===== src/rtl/tsup_pkg.sv =====
package tsup_pkg;
  localparam int ST_SVF      = 0;
  localparam int ST_NV       = 1;
  localparam int CTL_FAIL_HL = 16;
  localparam int CTL_CFG_SL  = 29;
  localparam int CTL_CFG_HL  = 30;

  typedef enum logic [1:0] {
    SEL_ARM  = 2'd0,
    SEL_CTRL = 2'd1,
    SEL_STAT = 2'd2,
    SEL_IRQ  = 2'd3
  } wsel_e;

  // status position of event source i
  function automatic int evt_pos(input int i);
    if (i < 8) return 16 + i;
    else if (i == 8) return 2;
    else return 3;
  endfunction
endpackage


===== src/rtl/tsup_event_bank.sv =====
module tsup_event_bank #(
  parameter int NUM_EVT = 10
) (
  input  logic               clk,
  input  logic               batt_rst_n,
  input  logic [NUM_EVT-1:0] evt_pulse,
  input  logic [NUM_EVT-1:0] clr_mask,
  output logic [NUM_EVT-1:0] flags
);
  for (genvar i = 0; i < NUM_EVT; i++) begin : g_flag
    always_ff @(posedge clk or negedge batt_rst_n) begin
      if (!batt_rst_n)       flags[i] <= 1'b0;
      else if (evt_pulse[i]) flags[i] <= 1'b1;
      else if (clr_mask[i])  flags[i] <= 1'b0;
    end

    assert_flag_sticky_R9: assert property (@(posedge clk) disable iff (!batt_rst_n)
      (flags[i] && !clr_mask[i]) |=> flags[i]);
    assert_flag_sets_R2: assert property (@(posedge clk) disable iff (!batt_rst_n)
      evt_pulse[i] |=> flags[i]);
  end
endmodule


===== src/rtl/tsup_lock_regs.sv =====
module tsup_lock_regs #(
  parameter int NUM_EVT = 10
) (
  input  logic               clk,
  input  logic               batt_rst_n,
  input  logic               sys_rst_req,
  input  logic               arm_wr,
  input  logic [NUM_EVT-1:0] arm_data,
  input  logic               ctrl_wr,
  input  logic               set_fail_hl,
  input  logic               set_cfg_sl,
  input  logic               set_cfg_hl,
  output logic [NUM_EVT-1:0] arm,
  output logic               fail_hl,
  output logic               cfg_sl,
  output logic               cfg_hl
);
  logic cfg_locked;
  assign cfg_locked = cfg_sl | cfg_hl;

  always_ff @(posedge clk or negedge batt_rst_n) begin
    if (!batt_rst_n) begin
      arm     <= '0;
      fail_hl <= 1'b0;
      cfg_sl  <= 1'b0;
      cfg_hl  <= 1'b0;
    end else begin
      if (arm_wr && !cfg_locked) arm <= arm_data;
      if (ctrl_wr && set_fail_hl) fail_hl <= 1'b1;
      if (ctrl_wr && set_cfg_hl)  cfg_hl  <= 1'b1;
      if (sys_rst_req)            cfg_sl  <= 1'b0;
      else if (ctrl_wr && set_cfg_sl) cfg_sl <= 1'b1;
    end
  end

  assert_hard_lock_kept_R6: assert property (@(posedge clk) disable iff (!batt_rst_n)
    cfg_hl |=> cfg_hl);
  assert_arm_frozen_R6: assert property (@(posedge clk) disable iff (!batt_rst_n)
    cfg_locked |=> $stable(arm));
endmodule


===== src/rtl/tsup_state_core.sv =====
module tsup_state_core (
  input  logic clk,
  input  logic batt_rst_n,
  input  logic sys_rst_req,
  input  logic trip,
  input  logic armed_any,
  input  logic fail_hl,
  input  logic svf_clr_req,
  input  logic nv_clr_req,
  output logic svf,
  output logic nv
);
  always_ff @(posedge clk or negedge batt_rst_n) begin
    if (!batt_rst_n) begin
      svf <= 1'b0;
      nv  <= 1'b1;
    end else begin
      if (trip) svf <= 1'b1;
      else if (svf_clr_req && nv && !armed_any) svf <= 1'b0;

      if (sys_rst_req && svf && !nv && !fail_hl) nv <= 1'b1;
      else if (nv_clr_req && !svf) nv <= 1'b0;
    end
  end

  assert_trip_fails_R3: assert property (@(posedge clk) disable iff (!batt_rst_n)
    trip |=> svf);
  assert_fail_only_held_R7: assert property (@(posedge clk) disable iff (!batt_rst_n)
    (svf && !nv) |=> svf);
  assert_nv_held_in_fail_R8: assert property (@(posedge clk) disable iff (!batt_rst_n)
    (svf && nv) |=> nv);
endmodule


===== src/rtl/tamper_supervisor.sv =====
module tamper_supervisor #(
  parameter int NUM_EVT = 10,
  parameter int DW      = 32
) (
  input  logic               clk,
  input  logic               batt_rst_n,
  input  logic               sys_rst_req,
  input  logic [NUM_EVT-1:0] evt_pulse,
  input  logic               wr_en,
  input  logic [1:0]         wr_sel,
  input  logic [DW-1:0]      wr_data,
  output logic [DW-1:0]      status_o,
  output logic               irq_o,
  output logic               cnt_stop_o
);
  import tsup_pkg::*;

  logic               svf, nv, fail_only, allow;
  logic               arm_wr, ctrl_wr, stat_wr;
  logic               fail_hl, cfg_sl, cfg_hl, irq_en;
  logic [NUM_EVT-1:0] arm, flags, clr_mask;

  assign fail_only = svf & ~nv;
  assign allow     = ~fail_only & ~sys_rst_req;
  assign arm_wr    = wr_en && (wr_sel == SEL_ARM)  && allow;
  assign ctrl_wr   = wr_en && (wr_sel == SEL_CTRL) && allow;
  assign stat_wr   = wr_en && (wr_sel == SEL_STAT) && allow;

  for (genvar i = 0; i < NUM_EVT; i++) begin : g_clr
    assign clr_mask[i] = stat_wr & wr_data[evt_pos(i)];
  end

  tsup_event_bank #(.NUM_EVT(NUM_EVT)) u_events (
    .clk(clk), .batt_rst_n(batt_rst_n), .evt_pulse(evt_pulse),
    .clr_mask(clr_mask), .flags(flags)
  );

  tsup_lock_regs #(.NUM_EVT(NUM_EVT)) u_locks (
    .clk(clk), .batt_rst_n(batt_rst_n), .sys_rst_req(sys_rst_req),
    .arm_wr(arm_wr), .arm_data(wr_data[NUM_EVT-1:0]), .ctrl_wr(ctrl_wr),
    .set_fail_hl(wr_data[CTL_FAIL_HL]), .set_cfg_sl(wr_data[CTL_CFG_SL]),
    .set_cfg_hl(wr_data[CTL_CFG_HL]),
    .arm(arm), .fail_hl(fail_hl), .cfg_sl(cfg_sl), .cfg_hl(cfg_hl)
  );

  tsup_state_core u_core (
    .clk(clk), .batt_rst_n(batt_rst_n), .sys_rst_req(sys_rst_req),
    .trip(|(evt_pulse & arm)), .armed_any(|(flags & arm)), .fail_hl(fail_hl),
    .svf_clr_req(stat_wr & wr_data[ST_SVF]), .nv_clr_req(stat_wr & wr_data[ST_NV]),
    .svf(svf), .nv(nv)
  );

  always_ff @(posedge clk or negedge batt_rst_n) begin
    if (!batt_rst_n) irq_en <= 1'b0;
    else if (wr_en && wr_sel == SEL_IRQ) irq_en <= wr_data[0];
  end

  always_comb begin
    status_o         = '0;
    status_o[ST_SVF] = svf;
    status_o[ST_NV]  = nv;
    for (int i = 0; i < NUM_EVT; i++) status_o[evt_pos(i)] = flags[i];
  end

  assign irq_o      = svf & irq_en;
  assign cnt_stop_o = svf | nv;

  assert_locked_writes_R4: assert property (@(posedge clk) disable iff (!batt_rst_n)
    (fail_only && !sys_rst_req && evt_pulse == '0) |=> $stable(status_o));
  assert_stop_in_fail_R11: assert property (@(posedge clk) disable iff (!batt_rst_n)
    $rose(svf) |-> cnt_stop_o);
endmodule


===== config.mk =====
export PLATFORM = sky130hd
export DESIGN_NAME = tamper_supervisor
export DESIGN_NICKNAME = d
export VERILOG_FILES = /design/src/rtl/tsup_pkg.sv /design/src/rtl/tsup_event_bank.sv /design/src/rtl/tsup_lock_regs.sv /design/src/rtl/tsup_state_core.sv /design/src/rtl/tamper_supervisor.sv
export SDC_FILE = /design/constraint.sdc
export NUM_CORES = 1
export LEC_CHECK = 0
export BUFFER_PORTS_ARGS = -buffer_cell sky130_fd_sc_hd__buf_4
export CAP_MARGIN = 30
export CORE_ASPECT_RATIO = 0.75
export CORE_MARGIN = 2
export CORE_UTILIZATION = 42
export CTS_CLUSTER_DIAMETER = 80
export CTS_CLUSTER_SIZE = 25
export DETAILED_ROUTE_END_ITERATION = 16
export GPL_ROUTABILITY_DRIVEN = 0
export PLACE_DENSITY = 0.79
export RECOVER_POWER = 100
export REMOVE_ABC_BUFFERS = 1
export SLEW_MARGIN = 20
export SYNTH_ARGS = -nofsm -noshare
export SYNTH_HDL_FRONTEND = slang
export SYNTH_SLANG_ARGS = --single-unit

===== constraint.sdc =====
create_clock -name clk -period 1.9 [get_ports clk]
set_input_delay 0.095 -clock clk [delete_from_list [all_inputs] [get_ports clk]]
set_output_delay 0.095 -clock clk [all_outputs]
set_load 0.02 [all_outputs]

==> flow_summary.ini <==
[placement]
dp_hpwl_mm = 2.33
io_buffers = 49
dp.cells = 200

[yosys]
yosys_warnings = 0
yosysSeqAreaShare = 0.502
yosys.area.top_type_share = 0.482
ys_types = 25
synth_area_leaders = dfrtp_1 48%, buf_4 13%, mux2_2 9.5%
synthesis.instances = 115
synthesis.area_mm2 = 0.00130
ys_ff_latch = 26
synth.largest_area_cell = dfrtp_1
avgSynthCellArea_um2 = 11.3

[sta]
setup_tns_ns = 0
min_period_over_period = 0.903
setup_violations = 0
rsz0062_at_grt = no
period_needed_ns = 1.72
slew_headroom = 0.0963
slew_viol_final = 0
fmax_mhz = 583
hold_violations = 0
worst-slew-pin-transition_ns = 1.36
clock_skew_ns = 0.00200

[critical_path]
worstRegToRegCells = 4
r2r-start = u_locks.cfg_hl
reg2reg_slack_ns = 0.18
path_max_fanout = 10
critPathSlowestCell = or3_1
endpoint_kind = flip-flop
path_cells = or3_1, nor4_4, clkbuf_2, mux2_2
critPathKind = flip-flop to flip-flop
slowest_delay_ns = 0.39
worstReg2RegEnd = u_locks.arm[9]
cp-start-kind = flip-flop
cp.arrival_ns = 1.87
crit_required_ns = 2.06

[detailed_routing]
drc = 0
ant_nets = 0
drt_first_pass_iters = 4
wl_per_cell_um = 13.9
routed_wl_mm = 2.85
wl_met1_mm = 1.19
wl_met3_um = 288
drt_iter0_drc = 20
highest_layer = met4
vias_per_cell = 4.90
met2WireLength_mm = 1.35
num_vias = 1004

[cts]
numCtsBuffers = 3
cts_setup_buffers = 0
cts_sinks = 26
clock_latency_ns = 0.27
htreeDepth = 1
root_buffer = clkbuf_8
path_clk_slew_ns = 0.08
cts_tree = built
cts-resized-gates = 0
cts_max_path_buffers = 2

[floorplanning]
die_w_um = 68.2
die_h_um = 52.1
ios = 82
die-area_mm2 = 0.00355
rows = 17
initial_core_util = 0.442
core_mm2 = 0.00294

[layout]
num_antenna_cells = 0
fillers = 272
syn_to_final_growth_pct = 26.0
layout-drive-gt1-share = 0.329
final_cells = 205
layout.nets = 216

[pwr]
p_per_area_mw_per_mm2 = 676
power.leakage_nw = 0.736
p_total_w = 0.00111
ir_drop_uv = 594

[global_routing]
grt_use_total = 0.178
grt_pass1_vias = 1028
grt_pass1_wl_mm = 4.66
grt_max_degree = 27
grt-ovfl-total = 0
antenna_found_initial = 0

[hold_path]
holdPathStages = 2
hold_path.class = primary input to flip-flop
holdPathEnd = u_events.flags[0]
hold_start = evt_pulse[0]

[flow_run]
drv_cap = 0

[run_status]
outcome = finished, final reports clean
cell usage after synthesis:
cell type / n
and2_1: 1
conb_1: 1
o21ai_0: 1
a22oi_1: 6
mux2_2: 11
nor2b_1: 1
a221oi_1: 1
nand4b_1: 1
a222oi_1: 1
inv_1: 2
dfrtp_1: 25
nor4b_1: 2
or2_2: 1
a211o_1: 1
nand2_1: 16
or3_1: 1
buf_2: 1
buf_4: 22
dfstp_2: 1
nand3_1: 2
nor4_4: 1
a21o_1: 12
a22o_1: 2
nand2b_1: 1
nand4_1: 1
worst max path at each step:
stage | start | to | slack, ns | cells after the start
after CTS | u_core.nv | u_events.flags[4] | 0.23 | 5
after floorplan | u_core.nv | u_core.svf | -0.47 | 4
after detailed placement | u_core.nv | u_events.flags[4] | 0.24 | 5
after global placement | u_core.nv | u_events.flags[8] | 0.29 | 5
final | u_locks.cfg_hl | u_locks.arm[9] | 0.18 | 4
after global routing | u_core.nv | u_locks.arm[9] | 0.09 | 4
cells in the final DEF, fill, tap and decap left out, types with 2 or more instances in the layout:
master,count
mux2_2,11
clkbuf_8,3
conb_1,20
buf_4,36
nand3_1,2
a22oi_1,6
nand2_1,16
dfrtp_1,25
a21o_1,12
a22o_1,2
inv_1,2
clkbuf_1,15
critical path, delay by kind of cell, from the launching register on:
family / cells / cell delay (ns)
multiplexers: 1 / 0.37
buffers and inverters: 1 / 0.31
flip-flops: 1 / 0.38
AND/OR/NAND/NOR: 2 / 0.54
per-stage QoR:
step,hold slack (ns),utilization,cell area (µm²),worst slack [ns]
after floorplan,-0.201,-,1200,-0.470
after global placement,0.0130,0.557,1640,0.286
after detailed placement,0.0165,0.557,1640,0.241
after CTS,0.00295,0.576,1690,0.226
after global routing,0.00110,0.557,1640,0.0928
final,0.00942,0.557,1640,0.184
cell type report:
| class | instances | area (µm²) | share of cell area |
|---|---|---|---|
| Sequential cell | 26 | 652 | 0.399 |
| Multi-Input combinational cell | 83 | 546 | 0.334 |
| Timing Repair Buffer | 52 | 338 | 0.207 |
| Tap cell | 38 | 47.5 | 0.0291 |
| Clock buffer | 4 | 45.0 | 0.0275 |
| Inverter | 2 | 7.51 | 0.00459 |
kinds of logic after synthesis:
logic type,Yosys count,share of synthesized area
simple gates,28,0.120
buf+inv,25,0.137
mux,11,0.0955
other cells,1,0.00289
flops,26,0.502
compound gates,24,0.143
power by group:
group | total, W | internal (W) | leakage, nW | switching [W]
sequential | 0.000604 | 0.000582 | 0.290 | 0.0000222
combinational | 0.000191 | 0.0000929 | 0.423 | 0.0000977
clock | 0.000311 | 0.000150 | 0.0228 | 0.000161
total | 0.00111 | 0.000825 | 0.736 | 0.000281
flip-flops by register name, summed over array words and instances (netlist names):
| register | flops |
|---|---|
| u_events.flags | 10 |
| u_locks.arm | 10 |
| irq_en | 1 |
| u_core.nv | 1 |
| u_core.svf | 1 |
| u_locks.cfg_hl | 1 |
| u_locks.cfg_sl | 1 |
| u_locks.fail_hl | 1 |
timing repair:
action                                  in CTS  in global routing
endpoints found under the hold margin       26                  0
hold buffers                                 1                  0
endpoints found under the setup margin       0                  0
per-layer routing:
| layer | vias to the layer above | track usage |
|---|---|---|
| met2 | 53 | 0.293 |
| met4 | 0 | 0.0400 |
| li1 | 472 | - |
| met1 | 475 | 0.225 |
| met5 | - | 0 |
| met3 | 4 | 0.0628 |
Note: power is estimated with default switching activity, not from simulation.
